`config.mk`:
```
export PLATFORM = sky130hd
export DESIGN_NAME = mmt_channel
export DESIGN_NICKNAME = d
export VERILOG_FILES = /design/src/rtl/mmt_pkg.sv /design/src/rtl/mmt_gate_ctl.sv /design/src/rtl/mmt_phase.sv /design/src/rtl/mmt_out_dec.sv /design/src/rtl/mmt_channel.sv
export SDC_FILE = /design/constraint.sdc
export NUM_CORES = 1
export LEC_CHECK = 0
export ABC_AREA = 1
export BUFFER_PORTS_ARGS = -buffer_cell sky130_fd_sc_hd__buf_2
export CAP_MARGIN = 20
export CORE_UTILIZATION = 33
export DETAILED_ROUTE_END_ITERATION = 10
export PLACE_DENSITY = 0.52
export SETUP_SLACK_MARGIN = 0.2
export SLEW_MARGIN = 25
export SYNTH_ARGS = -nofsm -noshare
export SYNTH_HDL_FRONTEND = slang
export SYNTH_SLANG_ARGS = --single-unit
```
`constraint.sdc`:
```
create_clock -name clk -period 6.4 [get_ports clk]
set_input_delay 0.64 -clock clk [delete_from_list [all_inputs] [get_ports clk]]
set_output_delay 0.64 -clock clk [all_outputs]
set_load 0.005 [all_outputs]
```
`src/rtl/mmt_pkg.sv`:
```
package mmt_pkg;

    localparam logic [2:0] MODE_TERM    = 3'd0;
    localparam logic [2:0] MODE_ONESHOT = 3'd1;
    localparam logic [2:0] MODE_RATE    = 3'd2;
    localparam logic [2:0] MODE_SQUARE  = 3'd3;
    localparam logic [2:0] MODE_SWSTB   = 3'd4;
    localparam logic [2:0] MODE_HWSTB   = 3'd5;

    // codes 6 and 7 are aliases of the periodic modes
    function automatic logic [2:0] fold_mode(input logic [2:0] m);
        return (m[2] && m[1]) ? {1'b0, m[1:0]} : m;
    endfunction

    function automatic logic is_retrig(input logic [2:0] m);
        return (m == MODE_ONESHOT) || (m == MODE_RATE) ||
               (m == MODE_SQUARE)  || (m == MODE_HWSTB);
    endfunction

    function automatic logic is_level(input logic [2:0] m);
        return (m == MODE_TERM) || (m == MODE_SWSTB);
    endfunction

endpackage

```
`src/rtl/mmt_gate_ctl.sv`:
```
module mmt_gate_ctl
    import mmt_pkg::*;
(
    input  logic       clk,
    input  logic       rst_n,
    input  logic       gate_i,
    input  logic       tick_en,
    input  logic       run_en_i,
    input  logic [2:0] mode_i,
    output logic       restart_o,
    output logic       advance_o
);

    logic gate_d, gate_q;

    always_comb begin
        gate_d    = gate_i;
        restart_o = run_en_i && is_retrig(mode_i) && gate_i && !gate_q;
        advance_o = run_en_i && tick_en && !restart_o &&
                    (is_level(mode_i) ? gate_i : 1'b1);
    end

    always_ff @(posedge clk or negedge rst_n) begin
        if (!rst_n) gate_q <= 1'b0;
        else        gate_q <= gate_d;
    end

endmodule

```
`src/rtl/mmt_phase.sv`:
```
module mmt_phase #(
    parameter int CW = 16
) (
    input  logic          clk,
    input  logic          rst_n,
    input  logic          clear_i,
    input  logic          advance_i,
    input  logic [CW:0]   len_i,
    output logic [CW:0]   ph_o,
    output logic [CW-1:0] sq_o,
    output logic [CW-1:0] free_o,
    output logic          started_o,
    output logic          done_o,
    output logic          hit_o
);

    localparam int NW = CW + 1;

    typedef struct packed {
        logic [NW-1:0] ph;
        logic [NW-1:0] sq;
        logic [CW-1:0] free;
        logic          started;
        logic          done;
        logic          hit;
    } phase_s;

    phase_s st_d, st_q;
    logic [NW-1:0] ph_inc, sq_a, sq_b;
    logic          wrap;

    always_comb begin
        st_d   = st_q;
        ph_inc = st_q.ph + NW'(1);
        wrap   = (ph_inc == len_i);
        sq_a   = st_q.sq + NW'(2);
        if (sq_a >= len_i) sq_a = sq_a - len_i;
        sq_b   = sq_a;
        if (sq_b >= len_i) sq_b = sq_b - len_i;
        if (clear_i) begin
            st_d.ph      = '0;
            st_d.sq      = '0;
            st_d.free    = len_i[CW-1:0];
            st_d.started = 1'b0;
            st_d.done    = 1'b0;
            st_d.hit     = 1'b0;
        end else if (advance_i) begin
            st_d.ph      = wrap ? '0 : ph_inc;
            st_d.sq      = sq_b;
            st_d.free    = st_q.free - CW'(1);
            st_d.started = 1'b1;
            st_d.hit     = wrap && !st_q.done;
            st_d.done    = st_q.done || wrap;
        end
    end

    always_ff @(posedge clk or negedge rst_n) begin
        if (!rst_n) begin
            st_q      <= '0;
            st_q.free <= '0;
        end else begin
            st_q <= st_d;
        end
    end

    assign ph_o      = st_q.ph;
    assign sq_o      = st_q.sq[CW-1:0];
    assign free_o    = st_q.free;
    assign started_o = st_q.started;
    assign done_o    = st_q.done;
    assign hit_o     = st_q.hit;

    assert_phase_range_R4: assert property (@(posedge clk) disable iff (!rst_n)
        !clear_i |-> (st_q.ph < len_i));

    assert_done_sticky_R2: assert property (@(posedge clk) disable iff (!rst_n)
        (st_q.done && !clear_i) |=> st_q.done);

    assert_strobe_single_R6: assert property (@(posedge clk) disable iff (!rst_n)
        (st_q.hit && advance_i && !clear_i) |=> !st_q.hit);

endmodule

```
`src/rtl/mmt_out_dec.sv`:
```
module mmt_out_dec
    import mmt_pkg::*;
#(
    parameter int CW = 16
) (
    input  logic [2:0]    mode_i,
    input  logic [CW:0]   len_i,
    input  logic [CW:0]   ph_i,
    input  logic [CW-1:0] sq_i,
    input  logic [CW-1:0] free_i,
    input  logic          started_i,
    input  logic          done_i,
    input  logic          hit_i,
    output logic [CW-1:0] count_o,
    output logic          out_o
);

    localparam int NW = CW + 1;

    logic [NW-1:0] half;

    always_comb begin
        half = (len_i + NW'(1)) >> 1;
        unique case (mode_i)
            MODE_RATE: begin
                out_o   = started_i && (ph_i == '0);
                count_o = len_i[CW-1:0] - ph_i[CW-1:0];
            end
            MODE_SQUARE: begin
                out_o   = (ph_i < half);
                count_o = len_i[CW-1:0] - sq_i;
            end
            MODE_SWSTB, MODE_HWSTB: begin
                out_o   = hit_i;
                count_o = free_i;
            end
            default: begin
                out_o   = done_i;
                count_o = free_i;
            end
        endcase
    end

endmodule

```
`src/rtl/mmt_channel.sv`:
```
module mmt_channel
    import mmt_pkg::*;
#(
    parameter int CW = 16
) (
    input  logic          clk,
    input  logic          rst_n,
    input  logic          tick_en,
    input  logic          gate_i,
    input  logic          load_i,
    input  logic [CW-1:0] load_val_i,
    input  logic          mode_wr_i,
    input  logic [2:0]    mode_i,
    output logic [CW-1:0] count_o,
    output logic          out_o
);

    localparam int            NW   = CW + 1;
    localparam logic [NW-1:0] FULL = NW'(1) << CW;

    typedef struct packed {
        logic [2:0]    mode;
        logic [NW-1:0] len;
        logic          armed;
    } chan_s;

    chan_s st_d, st_q;
    logic  run_en, restart, advance, clear;
    logic [NW-1:0] ph;
    logic [CW-1:0] sq, free;
    logic          started, done, hit;

    always_comb begin
        st_d = st_q;
        if (mode_wr_i) begin
            st_d.mode  = fold_mode(mode_i);
            st_d.armed = 1'b0;
        end
        if (load_i) begin
            st_d.len   = (load_val_i == '0) ? FULL : {1'b0, load_val_i};
            st_d.armed = 1'b1;
        end
    end

    always_ff @(posedge clk or negedge rst_n) begin
        if (!rst_n) begin
            st_q.mode  <= MODE_TERM;
            st_q.len   <= FULL;
            st_q.armed <= 1'b0;
        end else begin
            st_q <= st_d;
        end
    end

    assign run_en = st_q.armed && !load_i && !mode_wr_i;
    assign clear  = load_i || mode_wr_i || restart;

    mmt_gate_ctl u_gate (
        .clk       (clk),
        .rst_n     (rst_n),
        .gate_i    (gate_i),
        .tick_en   (tick_en),
        .run_en_i  (run_en),
        .mode_i    (st_q.mode),
        .restart_o (restart),
        .advance_o (advance)
    );

    mmt_phase #(.CW(CW)) u_phase (
        .clk       (clk),
        .rst_n     (rst_n),
        .clear_i   (clear),
        .advance_i (advance),
        .len_i     (st_d.len),
        .ph_o      (ph),
        .sq_o      (sq),
        .free_o    (free),
        .started_o (started),
        .done_o    (done),
        .hit_o     (hit)
    );

    mmt_out_dec #(.CW(CW)) u_dec (
        .mode_i    (st_q.mode),
        .len_i     (st_q.len),
        .ph_i      (ph),
        .sq_i      (sq),
        .free_i    (free),
        .started_i (started),
        .done_i    (done),
        .hit_i     (hit),
        .count_o   (count_o),
        .out_o     (out_o)
    );

    assert_zero_load_R1: assert property (@(posedge clk) disable iff (!rst_n)
        (load_i && load_val_i == '0) |=> (count_o == '0 && st_q.len == FULL));

    assert_mode_rest_R9: assert property (@(posedge clk) disable iff (!rst_n)
        (mode_wr_i && !load_i) |=> (out_o == (st_q.mode == MODE_SQUARE)));

    assert_level_hold_R7: assert property (@(posedge clk) disable iff (!rst_n)
        (st_q.armed && is_level(st_q.mode) && !gate_i && !load_i && !mode_wr_i)
        |=> ($stable(count_o) && $stable(out_o)));

    assert_retrig_reload_R7: assert property (@(posedge clk) disable iff (!rst_n)
        restart |=> (count_o == st_q.len[CW-1:0]));

    assert_idle_hold_R8: assert property (@(posedge clk) disable iff (!rst_n)
        (!tick_en && !load_i && !mode_wr_i && !restart)
        |=> ($stable(count_o) && $stable(out_o)));

endmodule

```
==> results.yml, run 1 <==
worst_setup_path:
  slowest_delay_ps: 470
  critPathLaunchType: "register"
  cp_max_fo: 20
  required_ps: 6620
  worstSetupEndpointType: "register"
  crit_top_cell: "nand2_1"
  cp_data_arrival_time_ps: 5810
  slowest_stage: "dfrtp_1"
  critPathKind: "reg2reg"
die:
  die_w_um: 163.2
  die_y_um: 163.2
  die_area_sq_um: 26640
  core_area_sq_um: 25330
  start_util_pct: 33.87
  io_pins: 42
  row_count: 58
sta:
  period_share_pct: 87.36
  relSlewSlack_pct: 48.87
  tns_ps: 0
  clock.fmax_mhz: 178.9
  finClkSkew_ps: 5.410
  rsz0062_at_grt: "false"
  slew_viol_final: 0
  min_period_ps: 5591
  hold_violations: 0
  worst_slew_pin_slew_ps: 765.9
  finalSetupViolCount: 0
  holdWs_ps: 187.9
global_route:
  grt_antenna_before_repair: 0
  grt_pass1_wl_um: 49690
  grt_pass1_vias: 8669
  grt_max_degree: 53
  grt_overflow_total: 0
  grt_usage_pct: 25.00
routing:
  first_iter_violations: 832
  viasPerCell: 5.173
  detail-route-antenna-nets: 0
  vias: 9130
  drc: 0
  wire_per_inst_um: 18.42
  first_pass_iters: 8
  drt_wl_total_um: 32510
flow_run:
  drv_cap: 0
finish:
  syn_to_final_growth_pct: 10.46
  nets: 1527
  antenna_cells: 0
  final_layout_size_suffix_gt1_share_pct: 8.084
synthesis:
  ys_seq_area_share_pct: 21.89
  syn_inst: 1391
  yosys_warnings: 0
  ys_seq_elements: 75
  avgSynthCellArea_sq_um: 6.167
  synth_area_sq_um: 8578
  synth_nets: 1488
  ys_types: 46
power_and_ir_drop:
  power_density_nw_per_um2: 172.3
  peakVddDrop_uv: 130.8
  leakagePower_nw: 5.014
clock_tree:
  clock_latency_ps: 360
  cts-root-buf: "clkbuf_16"
  clk_pin_slew_ps: 60
  post_cts_buffers: 0
  htree_levels: 3
  cts.sinks: 75
  tritoncts: "yes"
  cts_buffers: 9
  cts.path.max_buffers: 2
placement:
  portBuffers: 41
  gp_congestion: 0.9438
  dp_hpwl_um: 26100
status:
  status: "completed"
min_path:
  hp-class: "in2async"
-- area by class of cell --
cell class,count,area [sq um]
multi-input cells,1110,5888
repair buffers,53,297.8
fillers,2832,15850
well taps,330,412.9
clock inverters,6,90.09
inverters,181,679.4
clock buffers,10,229.0
flip-flops and latches,75,1878
-- where the power goes --
part	switching [W]	total, W	internal [W]
sequential	0.0000316	0.000530	0.000499
clock	0.000227	0.000571	0.000343
combinational	0.000351	0.000531	0.000180
total	0.000610	0.00163	0.00102
-- sequential cells by signal, summed over array words and instances, names as in the netlist --
register	flops
u_phase.ph_o	17
u_phase.free_o	16
u_gate.gate_q	1
u_phase.done_o	1
st_q	21
u_phase.hit_o	1
u_phase.st_q	1
u_phase.sq_o	16
u_phase.started_o	1
-- metrics by stage --
stage	util [%]	worst slack (ps)	area [sq um]	instances	power [W]
6_report	37.41	808.8	9475	1765	0.001632
5_1_grt	37.41	370.2	9475	1765	0.001720
4_1_cts	37.39	804.6	9470	1765	0.001638
3_5_place_dp	36.13	639.3	9151	1749	0.001064
3_3_place_gp	36.13	764.1	9151	1749	0.001066
2_1_floorplan	-	2070	8578	1391	0.0008734
-- kinds of logic after synthesis --
kind of cell               after synthesis  synth area share (%)
DFF                                     75                 21.89
buffers and inverters                  206                 9.524
muxes                                    1                0.1313
adders and majority gates               72                 10.76
xor gates and xnor gates                59                 6.024
AOI/OAI and AO/OA                      193                 12.59
and+or+nand+nor                        785                 39.08
-- metal layers --
metal  vias to the layer above  share of wire (%)  global-route usage, %
met5                         -                  0                      0
met2                       290                 46                  41.29
met1                      4216                 45                  33.07
met4                         0                3.1                  9.261
li1                       4587                  -                      -
met3                        37                6.0                  3.149
-- final timing paths --
| check | from | endpoint | slack [ps] | cells after the start |
|---|---|---|---|---|
| setup / recovery | u_phase.sq_o[1] | u_phase.sq_o[8] | 810 | 29 |
| hold / removal | rst_n | st_q[6] | 190 | 1 |
| setup reg to reg | u_phase.sq_o[1] | u_phase.sq_o[8] | 810 | 29 |
| hold reg to reg | u_phase.hit_o | u_phase.hit_o | 500 | 2 |
| max in group asynchronous | rst_n | u_phase.free_o[5] | 5180 | 2 |
| min in group clk | gate_i | u_gate.gate_q | 420 | 1 |
-- cells in the mapped netlist, drive strengths merged --
cell type    n  area [sq um]
a21oi       73         365.4
nand4       25         156.4
xor2        40         350.3
dfstp        1         26.28
dfrtp       74          1852
o221ai       7         61.31
nor4         2         12.51
a31oi        2         12.51
o21bai       3         22.52
nand3b       7         52.55
clkinv       4         15.01
o211ai       5         37.54
o31a         1         8.760
a21o         1         7.510
nand3      113         583.1
ha          69         863.3
clkbuf      12         45.04
o21a         2         15.01
inv        177         664.4
and2         2         12.51
o22ai        1         6.260
nor3        20         111.4
or2          6         37.54
o31ai        4         30.03
xnor2       19         166.4
a22oi        2         15.01
o21ai       92         498.0
fa           3         60.06
nand2      481          1838
mux2         1         11.26
nor2       129         548.0
buf         13         92.59
-- critical path, delay by kind of cell, from the launching register on --
kind            cells  cell delay, ps
buf+inv             5             820
compound gates      4            1150
simple gates       17            2010
fa+ha+maj           3             990
flops               1             470
-- repair_timing --
action / 4_1_cts / 5_1_grt
hold buffers: 0 / 0
endpoints found under the setup margin: 0 / 2
resized for setup: 0 / 1
-- layout by cell type, fill, tap and decap left out, types with 13 or more instances in the layout --
master and count:
dfrtp_1 74, nor3_1 18, xor2_1 40, nand2_1 472
nor2_1 119, inv_1 169, nand3_1 111, buf_2 40
o21ai_0 76, xnor2_1 19, nand4_1 25, a21oi_1 73
ha_1 69, buf_4 13
Note: power is estimated with default switching activity, not from simulation.
==> run 2, diff against run 1 <==
--- a/config.mk
+++ b/config.mk
@@ -10,7 +10,7 @@
 export CAP_MARGIN = 20
 export CORE_UTILIZATION = 33
 export DETAILED_ROUTE_END_ITERATION = 10
-export PLACE_DENSITY = 0.52
+export PLACE_DENSITY = 0.54
 export SETUP_SLACK_MARGIN = 0.2
 export SLEW_MARGIN = 25
 export SYNTH_ARGS = -nofsm -noshare
==> constraint.sdc (replaced) <==
create_clock -name clk -period 4.7 [get_ports clk]
set_input_delay 0.47 -clock clk [delete_from_list [all_inputs] [get_ports clk]]
set_output_delay 0.47 -clock clk [all_outputs]
set_load 0.005 [all_outputs]
==> results.yml, run 2 (synthesis gave the netlist of run 1 again) <==
status:
  status: "completed"
die:
  row_count: 58
  core_area_sq_um: 25330
  io_pins: 42
  die_area_sq_um: 26640
  die_w_um: 163.2
  start_util_pct: 33.87
  die_y_um: 163.2
global_route:
  grt_max_degree: 52
  grt_pass1_wl_um: 52050
  grt_pass1_vias: 8872
  grt_usage_pct: 26.29
  grt_antenna_before_repair: 1
  grt_overflow_total: 0
clock_tree:
  cts.sinks: 75
  cts.path.max_buffers: 2
  htree_levels: 3
  cts-root-buf: "clkbuf_16"
  cts_buffers: 9
  cts.hold.buffers_added: 0
  clk_pin_slew_ps: 70
  tritoncts: "yes"
  clock_latency_ps: 360
power_and_ir_drop:
  intPower_w: 0.001481
  leakagePower_nw: 5.538
  power_density_nw_per_um2: 215.6
  clkPwrFrac_pct: 33.4
  power_frac_comb_pct: 36.0
  swShare_pct: 37.35
  p_sw_w: 0.0008828
  p_seq_share_pct: 30.6
  peakVddDrop_uv: 186.6
placement:
  portBuffers: 41
  gp_congestion: 0.9798
  placed_cells: 1824
  place_area_sq_um: 9752
  dp_worst_setup_slack_ps: -63.94
  dp_hpwl_um: 28180
finish:
  post-route-util_pct: 43.29
  top_register: "st_q"
  final_layout_size_suffix_gt1_share_pct: 21.66
  syn_to_final_growth_pct: 27.80
  fillers: 2710
  final_cell_area_sq_um: 10960
  mostFrequentLayoutCells: "nand2_1 (432), inv_1 (158), nor2_1 (107)"
  stdcell_count: 1864
  nets: 1625
  final_common_cell: "nand2_1"
  largest_reg_flops: 21
worst_setup_path:
  slowest_stage: "dfrtp_1"
  worstSetupPathDepth: 31
  cp.buffers_inverters: 5
  r2r_slack_ps: 360
  required_ps: 4950
  r2r_start: "u_phase.sq_o[1]"
  critPathKind: "reg2reg"
  cp_max_fo: 7
  slowest_delay_ps: 390
  crit_family: "simple AND/OR/NAND/NOR gates"
  reg2regPathDepth: 31
  cp_data_arrival_time_ps: 4590
  worstSetupEndpointType: "register"
  critPathLaunchType: "register"
  crit_start: "u_phase.sq_o[1]"
sta:
  rsz0062_at_grt: "true"
  clock.fmax_mhz: 230.3
  relSlewSlack_pct: 45.78
  min_period_ps: 4342
  finClkSkew_ps: 9.020
  final.setup.worst_slack_ps: 358.3
  period_share_pct: 92.38
  tns_ps: 0
  hold_violations: 0
  slew_viol_final: 0
  finalSetupViolCount: 0
  worst_slew_pin_slew_ps: 812.4
min_path:
  hp-class: "in2async"
routing:
  first_iter_violations: 804
  drc: 0
  drt_wl_total_um: 34660
  viasPerCell: 5.108
  vias: 9521
  detail-route-antenna-nets: 0
  first_pass_iters: 5
  wire_per_inst_um: 18.59
flow_run:
  drv_cap: 0
==> run 2: cell types whose count changed in the layout (fill, tap and decap cells not counted), sizes merged <==
cell      before  now
buf           53  148
clkinvlp       1    4
clkbuf        10   12
inv          178  176
diode          0    1
==> run 2: per-stage QoR <==
| step | hold slack (ps) | total power [W] |
|---|---|---|
| finish | 13.05 | 0.002364 |
| global route | 41.19 | 0.002488 |
| CTS | 32.76 | 0.002310 |
| detailed placement | 412.3 | 0.001512 |
| global placement | 401.4 | 0.001514 |
| floorplan | 174.4 | 0.001189 |
==> run 2: layout make-up <==
cell class                 count  area [sq um]  area share, %
antenna                        1         2.502        0.02283
timing repair buffer         150          1106          10.09
inverter                     181         688.2          6.277
multi-input combinational   1110          6536          59.62
timing repair inverter         1         7.507        0.06848
tap                          330         412.9          3.766
clock buffer                  10         239.0          2.180
clock inverter                 6         88.84         0.8103
sequential                    75          1882          17.17
==> run 2: final timing paths <==
kind | endpoint
worst max-delay path | u_phase.sq_o[1]
worst min-delay path | st_q[5]
worst max register to register | u_phase.sq_o[1]
worst min register to register | u_phase.hit_o
max in group asynchronous | u_phase.sq_o[7]
min in group clk | u_gate.gate_q
==> run 2: worst register-to-register path: cells and delay by family, from the launching register on <==
kind	cells	cell delay [ps]
XOR/XNOR	1	190
AND/OR/NAND/NOR	22	2160
adder cells (fa/ha/maj)	3	820
buffers and inverters	5	690
flip-flops	1	390
==> run 2: power by group through the flow <==
| stage | Sequential (W) | Combinational, W | Clock, W |
|---|---|---|---|
| 3_3_place_gp | 0.000734 | 0.000780 | 0 |
| 6_report | 0.000723 | 0.000850 | 0.000791 |
| 3_5_place_dp | 0.000734 | 0.000777 | 0 |
| 4_1_cts | 0.000723 | 0.000784 | 0.000804 |
| 5_1_grt | 0.000727 | 0.000934 | 0.000828 |
| 2_1_floorplan | 0.000717 | 0.000473 | 0 |
==> run 2: repair_timing <==
item | in CTS | in global routing
setup buffers | 1 | 20
pin swaps | 1 | 54
endpoints found under the setup margin | 17 | 18
endpoints found under the hold margin | 0 | 0
resized for setup | 14 | 144
gates cloned | 1 | 1
==> run 2: layer usage <==
metal | routed length [um] | GRT usage (%) | vias to the layer above
li1 | - | - | 4782
met5 | 0 | 0 | -
met4 | 1722 | 11.34 | 0
met3 | 1486 | 2.387 | 64
met2 | 15560 | 43.05 | 261
met1 | 15880 | 35.08 | 4414
